`config.mk`:
```
export PLATFORM = sky130hd
export DESIGN_NAME = ram_hotspot_mapper
export DESIGN_NICKNAME = d
export VERILOG_FILES = /design/src/rtl/ram_hotspot_pkg.sv /design/src/rtl/rhm_bus_sampler.sv /design/src/rtl/rhm_hotspot_match.sv /design/src/rtl/rhm_bank_reg.sv /design/src/rtl/rhm_rom_map.sv /design/src/rtl/ram_hotspot_mapper.sv
export SDC_FILE = /design/constraint.sdc
export NUM_CORES = 1
export LEC_CHECK = 0
export BUFFER_PORTS_ARGS = -buffer_cell sky130_fd_sc_hd__buf_2
export CAP_MARGIN = 20
export CELL_PAD_IN_SITES_DETAIL_PLACEMENT = 1
export CELL_PAD_IN_SITES_GLOBAL_PLACEMENT = 1
export CORE_ASPECT_RATIO = 0.6
export CORE_MARGIN = 3
export CORE_UTILIZATION = 46
export CTS_CLUSTER_SIZE = 28
export DETAILED_ROUTE_END_ITERATION = 10
export PLACE_DENSITY = 0.91
export SLEW_MARGIN = 10
export SYNTH_ARGS = -nofsm -noshare
export SYNTH_HDL_FRONTEND = slang
export SYNTH_HIERARCHICAL = 1
export SYNTH_SLANG_ARGS = --single-unit
```
`constraint.sdc`:
```
create_clock -name clk -period 2.4 [get_ports clk]
set_input_delay 0.24 -clock clk [delete_from_list [all_inputs] [get_ports clk]]
set_output_delay 0.24 -clock clk [all_outputs]
set_load 0.01 [all_outputs]
```
`src/rtl/ram_hotspot_pkg.sv`:
```
package ram_hotspot_pkg;

  // Fixed geometry of the 6507-style bus
  localparam int BUS_AW = 13;
  localparam int BUS_DW = 8;
  // Cartridge window offset width; A12 is the select line just above it
  localparam int OFFS_W = 12;
  localparam int SEL_BIT = OFFS_W;
  // One bank number per data byte
  localparam int BANK_W = BUS_DW;
  localparam int ROM_AW = BANK_W + OFFS_W;

  // One oversampled view of the bus
  typedef struct packed {
    logic              phi2;
    logic              rw;
    logic [BUS_AW-1:0] addr;
    logic [BUS_DW-1:0] data;
  } bus_smp_t;

endpackage

```
`src/rtl/rhm_bus_sampler.sv`:
```
// Oversamples the asynchronous bus, finds the end of each PHI2 high phase
// and emits one strobe per qualified cycle with the last high-phase sample.
module rhm_bus_sampler
  import ram_hotspot_pkg::*;
#(
  parameter int SYNC_STAGES = 2,
  parameter int MIN_HIGH    = 3
) (
  input  logic              clk,
  input  logic              rst,
  input  logic              phi2,
  input  logic [BUS_AW-1:0] addr,
  input  logic              rw,
  input  logic [BUS_DW-1:0] data,
  output logic              cyc_stb,
  output logic [BUS_AW-1:0] cyc_addr,
  output logic              cyc_rw,
  output logic [BUS_DW-1:0] cyc_data
);

  localparam int CNT_W = $clog2(MIN_HIGH + 1);
  localparam logic [CNT_W-1:0] CNT_TOP = CNT_W'(MIN_HIGH);

  bus_smp_t raw;
  bus_smp_t stg [SYNC_STAGES];
  bus_smp_t cur;
  bus_smp_t prv;
  logic [CNT_W-1:0] run_cnt;
  logic fall;

  assign raw = '{phi2: phi2, rw: rw, addr: addr, data: data};

  // Synchronizer chain: the whole bus vector travels with PHI2 so that
  // address and data stay aligned with the edge they belong to.
  genvar g;
  generate
    for (g = 0; g < SYNC_STAGES; g++) begin : g_sync
      if (g == 0) begin : g_first
        always_ff @(posedge clk) begin
          if (rst) stg[g] <= '0;
          else     stg[g] <= raw;
        end
      end else begin : g_next
        always_ff @(posedge clk) begin
          if (rst) stg[g] <= '0;
          else     stg[g] <= stg[g-1];
        end
      end
    end
  endgenerate

  assign cur = stg[SYNC_STAGES-1];

  // prv holds the sample one step older than cur; run_cnt is the number of
  // consecutive high samples, ending at prv, that carried one address.
  always_ff @(posedge clk) begin
    if (rst) begin
      prv     <= '0;
      run_cnt <= '0;
    end else begin
      prv <= cur;
      if (!cur.phi2) begin
        run_cnt <= '0;
      end else if (prv.phi2 && (cur.addr == prv.addr)) begin
        if (run_cnt != CNT_TOP) run_cnt <= run_cnt + 1'b1;
      end else begin
        run_cnt <= CNT_W'(1);
      end
    end
  end

  assign fall     = prv.phi2 & ~cur.phi2;
  assign cyc_stb  = fall && (run_cnt >= CNT_TOP) && !rst;
  assign cyc_addr = prv.addr;
  assign cyc_rw   = prv.rw;
  assign cyc_data = prv.data;

endmodule

```
`src/rtl/rhm_hotspot_match.sv`:
```
// Decides whether a qualified bus cycle selects a new bank.
module rhm_hotspot_match
  import ram_hotspot_pkg::*;
#(
  parameter logic [7:0] HOTSPOT      = 8'h80, // must lie in 0x80..0xFF
  parameter bit         FULL_DECODE  = 1'b1,  // 0: accept RAM mirrors too
  parameter bit         LOAD_ON_READ = 1'b0   // 1: reads load as well
) (
  input  logic              cyc_stb,
  input  logic [BUS_AW-1:0] cyc_addr,
  input  logic              cyc_rw,
  output logic              load
);

  logic addr_hit;
  logic dir_ok;

  generate
    if (FULL_DECODE) begin : g_full
      assign addr_hit = (cyc_addr == BUS_AW'(HOTSPOT));
    end else begin : g_mirror
      // Console RAM decodes on A12 low, A9 low and A7 high only
      assign addr_hit = !cyc_addr[SEL_BIT] && !cyc_addr[9] && cyc_addr[7]
                        && (cyc_addr[6:0] == HOTSPOT[6:0]);
    end

    if (LOAD_ON_READ) begin : g_any_dir
      assign dir_ok = 1'b1;
    end else begin : g_write_only
      assign dir_ok = !cyc_rw;
    end
  endgenerate

  assign load = cyc_stb & addr_hit & dir_ok;

endmodule

```
`src/rtl/rhm_bank_reg.sv`:
```
// Holds the current bank number.
module rhm_bank_reg #(
  parameter int WIDTH = 8
) (
  input  logic             clk,
  input  logic             rst,
  input  logic             load,
  input  logic [WIDTH-1:0] din,
  output logic [WIDTH-1:0] bank
);

  always_ff @(posedge clk) begin
    if (rst)       bank <= '0;
    else if (load) bank <= din;
  end

endmodule

```
`src/rtl/rhm_rom_map.sv`:
```
// Combinational ROM address composition and enable; kept off any register
// so the ROM sees a new address as soon as the CPU presents one.
module rhm_rom_map
  import ram_hotspot_pkg::*;
(
  input  logic              plain_mode,
  input  logic [BANK_W-1:0] bank,
  input  logic [BUS_AW-1:0] addr,
  output logic [ROM_AW-1:0] rom_addr,
  output logic              rom_en_n
);

  logic [BANK_W-1:0] upper;

  always_comb begin
    upper = plain_mode ? '0 : bank;
    rom_addr = {upper, addr[OFFS_W-1:0]};
  end

  assign rom_en_n = ~addr[SEL_BIT];

endmodule

```
`src/rtl/ram_hotspot_mapper.sv`:
```
module ram_hotspot_mapper
  import ram_hotspot_pkg::*;
#(
  parameter logic [7:0] HOTSPOT      = 8'h80,
  parameter bit         FULL_DECODE  = 1'b1,
  parameter bit         LOAD_ON_READ = 1'b0,
  parameter int         SYNC_STAGES  = 2,
  parameter int         MIN_HIGH     = 3
) (
  input  logic              clk,
  input  logic              rst,
  input  logic              phi2,
  input  logic [BUS_AW-1:0] bus_addr,
  input  logic              bus_rw,
  input  logic [BUS_DW-1:0] bus_data,
  input  logic              plain_mode,
  output logic [ROM_AW-1:0] rom_addr,
  output logic              rom_en_n
);

  logic              cap_stb;
  logic [BUS_AW-1:0] cap_addr;
  logic              cap_rw;
  logic [BUS_DW-1:0] cap_data;
  logic              load_stb;
  logic [BANK_W-1:0] bank_q;

  rhm_bus_sampler #(
    .SYNC_STAGES (SYNC_STAGES),
    .MIN_HIGH    (MIN_HIGH)
  ) i_sampler (
    .clk      (clk),
    .rst      (rst),
    .phi2     (phi2),
    .addr     (bus_addr),
    .rw       (bus_rw),
    .data     (bus_data),
    .cyc_stb  (cap_stb),
    .cyc_addr (cap_addr),
    .cyc_rw   (cap_rw),
    .cyc_data (cap_data)
  );

  rhm_hotspot_match #(
    .HOTSPOT      (HOTSPOT),
    .FULL_DECODE  (FULL_DECODE),
    .LOAD_ON_READ (LOAD_ON_READ)
  ) i_match (
    .cyc_stb  (cap_stb),
    .cyc_addr (cap_addr),
    .cyc_rw   (cap_rw),
    .load     (load_stb)
  );

  rhm_bank_reg #(
    .WIDTH (BANK_W)
  ) i_bank (
    .clk  (clk),
    .rst  (rst),
    .load (load_stb),
    .din  (cap_data),
    .bank (bank_q)
  );

  rhm_rom_map i_map (
    .plain_mode (plain_mode),
    .bank       (bank_q),
    .addr       (bus_addr),
    .rom_addr   (rom_addr),
    .rom_en_n   (rom_en_n)
  );

endmodule

```
==> flow_summary_export.csv, run 1 <==
group,metric,value,unit
cts,h-tree-depth,3,
cts,clk-insertion-delay-late,340,ps
power,p_int,2110,µW
final_layout,nets,293,
grt,grt_pass1_vias,1638,
routing,drt_iter0_drc,40,
flow_run,cap_violations,0,
cts,ctsRootBufferMaster,"clkbuf_8",
worst_setup_path,arrival,2140,ps
die,die_w,105,µm
power,p_comb_share,4.6,%
power,vdd_drop_max,0.372,mV
grt,grt_usage,15.2,%
routing,drc_errors,0,
cts,clock_path_buffers,2,
yosys,avgSynthCellArea,10.9,µm²
placed_design,numPortBuffers,46,
sta,fin_crit_sh,81.2,%
yosys,synth_area_leader_cell,"dfxtp_1",
sta,tns,0,ps
placed_design,place.gp.congestion,0.802,
yosys,synth_ff_type,"dfxtp_1",
routing,wl_per_cell,13.6,µm
die,initial_core_util,48.2,%
sta,fin_skew,7.07,ps
yosys,async_reset_ff_share,0,%
power,powerDensity,880,nW/µm²
power,swShare,20.4,%
die,coreArea,5650,µm²
placed_design,post-place-ws,435,ps
routing,first_pass_iters,4,
sta,setup_ws,451,ps
yosys,syn-cell-area,2720,µm²
grt,grt.overflow.total,0,
final_layout,final_util,53.3,%
grt,grt_pass1_wl,7820,µm
yosys,synth-seq-cells,79,
worst_setup_path,cp_data_required_time,2590,ps
yosys,yosysMostFrequentCell,"dfxtp_1",
worst_setup_path,crit_path_end_kind,"flop",
routing,vias,1555,
yosys,yosys-top-cells-area,"dfxtp_1 58%, nor2b_1 17%, buf_4 9.1%",
routing,drtAntennaViolNets,0,
sta,rsz0062_at_grt,"false",
sta,finalCriticalPeriod,1950,ps
routing,wl,4750,µm
grt,antenna_found_initial,0,
cts,clk_pin_slew,80,ps
sta,finalSetupViolCount,0,
yosys,synth_warnings,6,
die,std_cell_rows,21,
sta,fmax,0.513,GHz
run_status,status,"completed",
yosys,synth-edff-count,0,
cts,hold_buffers,0,
sta,worstMarginPinSlew,727,ps
yosys,synth_commonest_cells,"79 x dfxtp_1, 73 x nor2b_1, 33 x buf_4",
placed_design,hpwl,3520,µm
sta,relSlewSlack,51.5,%
power,p_seq_share,51.9,%
final_layout,area_growth_syn_to_layout,10.6,%
power,p_leak,0.00125,µW
final_layout,drive_gt1_share,23.7,%
cts,cts.sinks,79,
cts,cts_setup_buffers,0,
cts,cts_buffers,9,
power,p_clk_share,43.5,%
hold_path,min_path_type,"input port to flop",
routing,vias_per_cell,4.44,
die,die-area,6910,µm²
cts,cts_resized,0,
die,die_h,65.6,µm
grt,grt_max_degree,78,
worst_setup_path,cp_max_fo,8,
sta,hold_viol,0,
worst_setup_path,worst-setup-path-type,"flop to flop",
yosys,yosysUniqueCellTypes,28,
final_layout,antenna_cells,0,
final_layout,finalNonFillerCells,350,
sta,maxSlewViolCount,0,
cts,cts_tree,"done",
yosys,syn_nets,277,
yosys,synth_top_area_share,58.1,%
worst_setup_path,critPathLaunchType,"flop",
yosys,synth_cells,250,
die,io_pins,47,
yosys,ys_seq_area_share,58.1,%
placed_design,place_inst,335,
power,switchingPower,540,µW
==> critical path: stages (launching register included) <==
cell and delay (ps):
dfxtp_1 360, ha_1 230, nand2_1 70, nor3_1 120
nor3b_1 200, and4_1 520, mux2i_1 260, nor2_1 60
==> cell families after synthesis <==
family,after synthesis,share of synthesized area [%]
simple gates,97,21.8
flops,79,58.1
buf+inv,49,11.6
xor+xnor,9,2.90
mux,9,3.31
compound gates,6,1.75
fa+ha+maj,1,0.460
==> registers in the layout (all words and copies together), names as in the netlist <==
register            flops
i_bank/bank             8
i_sampler/cyc_addr     13
i_sampler/cyc_data      8
i_sampler/cyc_rw        1
i_sampler/prv           1
i_sampler/run_cnt       2
i_sampler/stg          46
==> path summary, 6_finish.rpt <==
| kind | startpoint | to | slack (ps) | cells past startpoint |
|---|---|---|---|---|
| setup reg to reg | i_sampler/run_cnt[0]$_SDFFE_PP0P_ | i_bank/bank[5]$_SDFFE_PP0P_ | 450 | 7 |
| hold / removal | bus_data[1] | i_sampler/stg[0][1]$_SDFF_PP0_ | 110 | 2 |
| setup / recovery | i_sampler/run_cnt[0]$_SDFFE_PP0P_ | i_bank/bank[5]$_SDFFE_PP0P_ | 450 | 7 |
| hold reg to reg | i_sampler/stg[0][5]$_SDFF_PP0_ | i_sampler/stg[1][5]$_SDFF_PP0_ | 440 | 1 |
==> layout by cell type (no fill, tap or decap), types with 2 or more instances in the layout <==
cell type / count
and4_1: 2
buf_2: 46
bufinv_16: 3
clkbuf_8: 9
dfxtp_1: 79
inv_1: 7
inv_6: 2
mux2i_1: 9
nor2_1: 12
nor2b_1: 73
nor4_1: 2
o22ai_1: 2
xnor2_1: 7
xor2_1: 2
==> power by group through the flow <==
stage               Combinational [µW]  Clock, µW  Sequential, µW
floorplan                         99.1          0            1400
global placement                   117          0            1400
detailed placement                 123          0            1410
CTS                                124       1180            1380
global route                       136       1240            1380
finish                             121       1150            1380
==> routing by layer <==
layer	GRT usage [%]	vias to the layer above	wire length (µm)
li1	-	784	-
met1	16.7	719	2090
met2	26.3	40	2340
met3	5.30	12	207
met4	7.86	0	124
met5	0	-	0
==> final cells by class <==
| type | count | area [µm²] |
|---|---|---|
| Clock buffer | 9 | 124 |
| Multi-Input combinational cell | 122 | 823 |
| Inverter | 7 | 26.3 |
| Timing Repair Buffer | 47 | 238 |
| Clock inverter | 6 | 116 |
| Tap cell | 80 | 100 |
| Fill cell | 628 | 2640 |
| Sequential cell | 79 | 1580 |
==> through the flow <==
step / total power [µW] / instance area [µm²] / hold WS (ps)
2_1_floorplan: 1500 / 2720 / 368
3_3_place_gp: 1520 / 2770 / 418
3_5_place_dp: 1530 / 2770 / 428
4_1_cts: 2680 / 3010 / 92.5
5_1_grt: 2760 / 3010 / 105
6_report: 2650 / 3010 / 109
(Power assumes the default switching activity.)
==> run 2: changes to the inputs <==
- CORE_UTILIZATION: 46 -> 42
- PLACE_DENSITY: 0.91 -> 0.85
- clock period: 2.4 -> 2 ns (I/O delays scaled with it)
==> run 2 against run 1 <==
Net effect: final area decreased by 0.71%; worst hold slack got worse by 64 ps; global-route usage decreased by 1.9 points; largest power group unchanged; count of clock-buffer cells in the layout unchanged; critical path depth unchanged; sequential power increased by 20%; power increased by 14%; core utilization decreased by 5.0 points.
==> flow_summary_export.csv, run 2 (synthesis gave the netlist of run 1 again) <==
group,metric,value,unit
sta,hold_viol,0,
worst_setup_path,crit_path_end_kind,"flop",
worst_setup_path,worst-r2r-cell-count,7,
sta,finalCriticalPeriod,1790,ps
placed_design,place_inst,339,
die,coreArea,6190,µm²
sta,tns,0,ps
grt,antenna_found_initial,0,
power,p_comb_share,4.8,%
hold_path,min_path_type,"input port to flop",
worst_setup_path,crit_slowest_cell,"and4_4",
final_layout,nets,293,
power,p_leak,0.00124,µW
grt,grt_max_degree,78,
power,vdd_drop_max,0.374,mV
sta,fmax,0.558,GHz
final_layout,mostFrequentLayoutCells,"79 x dfxtp_1, 73 x nor2b_1, 46 x buf_2",
cts,ctsRootBufferMaster,"clkbuf_8",
cts,cts_buffers,9,
worst_setup_path,arrival,2000,ps
grt,grt_pass1_vias,1506,
final_layout,antenna_cells,0,
sta,maxSlewViolCount,0,
final_layout,layout_commonest_cell,"dfxtp_1",
power,powerDensity,1010,nW/µm²
routing,drtAntennaViolNets,0,
worst_setup_path,critPathLaunchType,"flop",
routing,wl_per_cell,12.7,µm
final_layout,largest_register_ffs,46,
die,die_w,110,µm
placed_design,hpwl,3080,µm
power,p_clk_share,40.7,%
final_layout,area_growth_syn_to_layout,9.79,%
die,initial_core_util,43.9,%
routing,vias,1526,
worst_setup_path,cp_top_family,"simple AND/OR/NAND/NOR gates",
worst_setup_path,worstPathCellList,"ha_1, nand2_1, nor3_1, nor3b_1, and4_4, mux2i_1, nor2_1",
sta,fin_skew,6.92,ps
grt,grt_pass1_wl,7310,µm
cts,clk_pin_slew,90,ps
worst_setup_path,r2r-end,"i_bank/bank[0]$_SDFFE_PP0P_",
worst_setup_path,slowest_delay,360,ps
die,std_cell_rows,22,
die,die_h,68.4,µm
sta,fin_crit_sh,89.6,%
grt,grt.overflow.total,0,
grt,grt_usage,13.2,%
routing,first_pass_iters,4,
flow_run,cap_violations,0,
power,switchingPower,720,µW
final_layout,max_flop_register,"i_sampler/stg",
final_layout,finalNonFillerCells,355,
worst_setup_path,path_buf_inv,0,
sta,finalSetupViolCount,0,
routing,wl,4510,µm
worst_setup_path,cp_max_fo,8,
cts,clk-insertion-delay-late,360,ps
routing,drt_iter0_drc,64,
final_layout,drive_gt1_share,24.4,%
power,p_seq_share,54.6,%
cts,cts.sinks,79,
cts,clock_path_buffers,2,
placed_design,place.gp.congestion,0.818,
run_status,status,"completed",
worst_setup_path,cp_data_required_time,2210,ps
sta,worstMarginPinSlew,724,ps
power,p_int,2300,µW
routing,vias_per_cell,4.30,
cts,cts_setup_buffers,0,
sta,relSlewSlack,51.8,%
worst_setup_path,worst-setup-path-type,"flop to flop",
worst_setup_path,timing.rr.start,"i_sampler/run_cnt[0]$_SDFFE_PP0P_",
power,swShare,23.8,%
worst_setup_path,crit_start,"i_sampler/run_cnt[0]$_SDFFE_PP0P_",
die,io_pins,47,
cts,h-tree-depth,3,
worst_setup_path,path_depth,7,
sta,rsz0062_at_grt,"false",
cts,cts_tree,"done",
routing,drc_errors,0,
worst_setup_path,r2r_slack,210,ps
die,die-area,7510,µm²
placed_design,numPortBuffers,46,
worst_setup_path,worstSetupEndpoint,"i_bank/bank[0]$_SDFFE_PP0P_",
==> run 2: worst min-delay path by stage <==
stage | start | to | slack [ps] | depth (start not counted)
after floorplan | bus_data[0] | i_sampler/stg[0][0]$_SDFF_PP0_ | 330 | 1
after global placement | bus_data[2] | i_sampler/stg[0][2]$_SDFF_PP0_ | 410 | 2
after detailed placement | phi2 | i_sampler/stg[0][22]$_SDFF_PP0_ | 420 | 2
after CTS | bus_rw | i_sampler/stg[0][21]$_SDFF_PP0_ | 40 | 2
after global routing | bus_rw | i_sampler/stg[0][21]$_SDFF_PP0_ | 30 | 2
final | bus_rw | i_sampler/stg[0][21]$_SDFF_PP0_ | 50 | 2
==> run 2: per-stage QoR <==
step / hold slack (ps) / utilization (%) / instance area, µm² / setup slack, ps / power [µW]
2_1_floorplan: 328 / - / 2720 / 452 / 1800
3_3_place_gp: 408 / 44.8 / 2770 / 200 / 1820
3_5_place_dp: 415 / 44.8 / 2770 / 130 / 1830
4_1_cts: 35.8 / 48.2 / 2990 / 38.8 / 3050
5_1_grt: 27.5 / 48.2 / 2990 / 7.65 / 3160
6_report: 45.3 / 48.2 / 2990 / 208 / 3020
==> run 2: repair_timing <==
action / CTS / global route
hold buffers: 0 / 0
gates resized for setup: 0 / 2
endpoints found under the setup margin: 0 / 8
==> run 2: layout make-up <==
class | instances | area (µm²)
fillers | 690 | 3210
flip-flops and latches | 79 | 1580
multi-input cells | 122 | 826
repair buffers | 47 | 238
clock buffers | 9 | 124
well taps | 84 | 105
clock inverters | 7 | 87.6
inverters | 7 | 26.3
==> run 2: worst register-to-register path: stages (launching register included) <==
cell and delay (ps):
dfxtp_1 350, ha_1 230, nand2_1 70, nor3_1 130
nor3b_1 200, and4_4 360, mux2i_1 240, nor2_1 70
==> run 2: routing by layer <==
| metal | vias to the layer above | track usage (%) | share of wire [%] |
|---|---|---|---|
| met3 | 5 | 6.22 | 5.3 |
| met5 | - | 0 | 0 |
| li1 | 788 | - | - |
| met4 | 0 | 3.73 | 0.95 |
| met1 | 698 | 16.8 | 50 |
| met2 | 35 | 20.3 | 44 |
==> run 2: power by group through the flow <==
stage               clock (µW)  combinational (µW)  sequential [µW]
floorplan                    0                 119             1680
global placement             0                 140             1680
detailed placement           0                 145             1690
CTS                       1250                 147             1650
global route              1340                 164             1660
finish                    1230                 144             1650
==> run 3: changes to the inputs <==
- SYNTH_HIERARCHICAL: 1 -> default
- TNS_END_PERCENT: default -> 30
==> run 3 against run 2 <==
Net effect: cell count down 0.28%; maximum frequency up 20%; die area down 4.7%; non-clock buffer count unchanged.
==> flow_summary_export.csv, run 3 <==
group,metric,value,unit
run_status,status,"completed",
grt,grt_max_degree,78,
yosys,yosysMostFrequentCell,"dfxtp_1",
yosys,yosys-top-cells-area,"dfxtp_1 61%, nor2b_1 18%, xnor2_1 4.4%",
flow_run,cap_violations,0,
final_layout,area_growth_syn_to_layout,16.2,%
cts,cts_buffers,9,
sta,relSlewSlack,53.0,%
yosys,synth-seq-cells,79,
sta,rsz0062_at_grt,"false",
yosys,synth_commonest_cells,"79 x dfxtp_1, 76 x nor2b_1, 14 x buf_4",
cts,clock_path_buffers,2,
hold_path,min_path_type,"input port to flop",
sta,worstMarginPinSlew,704,ps
final_layout,mostFrequentLayoutCells,"79 x dfxtp_1, 76 x nor2b_1, 46 x buf_2",
power,p_seq_share,54.6,%
power,swShare,20.3,%
yosys,synth_warnings,0,
yosys,synth_ff_type,"dfxtp_1",
cts,cts_setup_buffers,0,
final_layout,largest_register_ffs,46,
power,switchingPower,612,µW
sta,maxSlewViolCount,0,
routing,wl_per_cell,12.8,µm
die,die_h,66.8,µm
die,io_pins,47,
final_layout,antenna_cells,0,
sta,finalSetupViolCount,0,
yosys,synth_cells,234,
worst_setup_path,crit_path_end_kind,"flop",
cts,clk_pin_slew,70,ps
routing,drc_errors,0,
routing,vias_per_cell,4.49,
final_layout,layout_commonest_cell,"dfxtp_1",
sta,tns,0,ps
worst_setup_path,worst-setup-path-type,"flop to flop",
worst_setup_path,critPathLaunchType,"flop",
sta,hold_viol,0,
yosys,yosysUniqueCellTypes,23,
grt,antenna_found_initial,0,
die,initial_core_util,44.9,%
worst_setup_path,arrival,1680,ps
final_layout,regArea,1580,µm²
routing,drt_iter0_drc,75,
power,powerDensity,1010,nW/µm²
cts,hold_buffers,0,
worst_setup_path,crit_slowest_cell,"dfxtp_1",
sta,finalCriticalPeriod,1490,ps
yosys,avgSynthCellArea,11.0,µm²
final_layout,nets,297,
cts,h-tree-depth,3,
die,std_cell_rows,21,
cts,cts_resized,0,
yosys,synth_top_area_share,61.2,%
placed_design,place.gp.congestion,0.742,
yosys,async_reset_ff_share,0,%
sta,fmax,0.671,GHz
sta,fin_crit_sh,74.6,%
final_layout,final_util,52.2,%
worst_setup_path,worstPathCellList,"nor4_2, nand3_1, o21ai_0, a21oi_1",
grt,grt_pass1_vias,1641,
die,die-area,7160,µm²
die,coreArea,5750,µm²
routing,wl,4520,µm
cts,cts.sinks,79,
yosys,ys_seq_area_share,61.2,%
grt,grt.overflow.total,0,
worst_setup_path,slowest_delay,330,ps
power,p_clk_share,40.6,%
placed_design,numPortBuffers,46,
worst_setup_path,cp_max_fo,8,
power,p_int,2410,µW
sta,fin_skew,5.48,ps
cts,cts_tree,"done",
final_layout,multi_input_area,863,µm²
yosys,synth_area_leader_cell,"dfxtp_1",
yosys,syn-cell-area,2580,µm²
power,vdd_drop_max,0.472,mV
yosys,synth-edff-count,0,
grt,grt_pass1_wl,7850,µm
yosys,syn_nets,261,
grt,grt_usage,14.6,%
placed_design,hpwl,3180,µm
cts,ctsRootBufferMaster,"clkbuf_8",
routing,first_pass_iters,4,
power,p_leak,0.00122,µW
routing,drtAntennaViolNets,0,
final_layout,drive_gt1_share,24.5,%
final_layout,nFillCells,634,
power,p_comb_share,4.7,%
routing,vias,1589,
die,die_w,107,µm
final_layout,max_flop_register,"i_sampler.stg",
worst_setup_path,cp_data_required_time,2190,ps
cts,clk-insertion-delay-late,340,ps
[run 3: critical path, delay by kind of cell, from the launching register on]
family,cells,cell delay (ps)
flops,1,330
compound gates,2,390
simple gates,2,620
[run 3: power groups by stage]
stage / Clock (µW) / Combinational (µW) / Sequential (µW)
floorplan: 0 / 108 / 1680
global placement: 0 / 140 / 1690
detailed placement: 0 / 146 / 1690
CTS: 1260 / 147 / 1650
global route: 1330 / 161 / 1660
finish: 1230 / 142 / 1650
[run 3: cell families after synthesis]
group | count (synthesis) | synth area share (%)
xor+xnor | 14 | 4.74
simple gates | 99 | 24.3
fa+ha+maj | 1 | 0.484
mux | 1 | 0.436
buf+inv | 23 | 5.42
flops | 79 | 61.2
compound gates | 17 | 3.39
[run 3: through the flow]
step,std cells,total power (µW),setup slack [ps],cell area [µm²],hold slack [ps]
after floorplan,234,1790,835,2580,287
after global placement,339,1830,622,2790,415
after detailed placement,339,1830,510,2790,416
after CTS,354,3060,498,3000,50.1
after global routing,354,3150,252,3000,50.9
final,354,3020,509,3000,69.7
[run 3: path summary, 6_finish.rpt]
path / slack, ps / to / cells past startpoint / start
min: 70 / i_sampler.stg[0][3]$_SDFF_PP0_ / 2 / bus_data[3]
max reg2reg: 510 / i_bank.bank[1]$_SDFFE_PP0P_ / 4 / i_sampler.cyc_addr[0]$_SDFF_PP0_
max: 510 / i_bank.bank[1]$_SDFFE_PP0P_ / 4 / i_sampler.cyc_addr[0]$_SDFF_PP0_
min reg2reg: 430 / i_sampler.cyc_data[0]$_SDFF_PP0_ / 1 / i_sampler.stg[1][0]$_SDFF_PP0_
[run 3: metal layers]
layer	share of wire (%)	routed length [µm]	track usage [%]	vias up
met3	5.3	240	6.00	4
met2	46	2090	22.7	42
met1	48	2150	18.0	735
li1	-	-	-	808
met4	0.69	31	5.74	0
met5	0	0	0	-
[run 3: layout make-up]
class	count	share of cell area, %
repair buffers	47	7.92
inverters	1	0.125
clock inverters	2	1.25
flip-flops and latches	79	52.7
clock buffers	13	5.96
multi-input cells	132	28.7
well taps	80	3.33
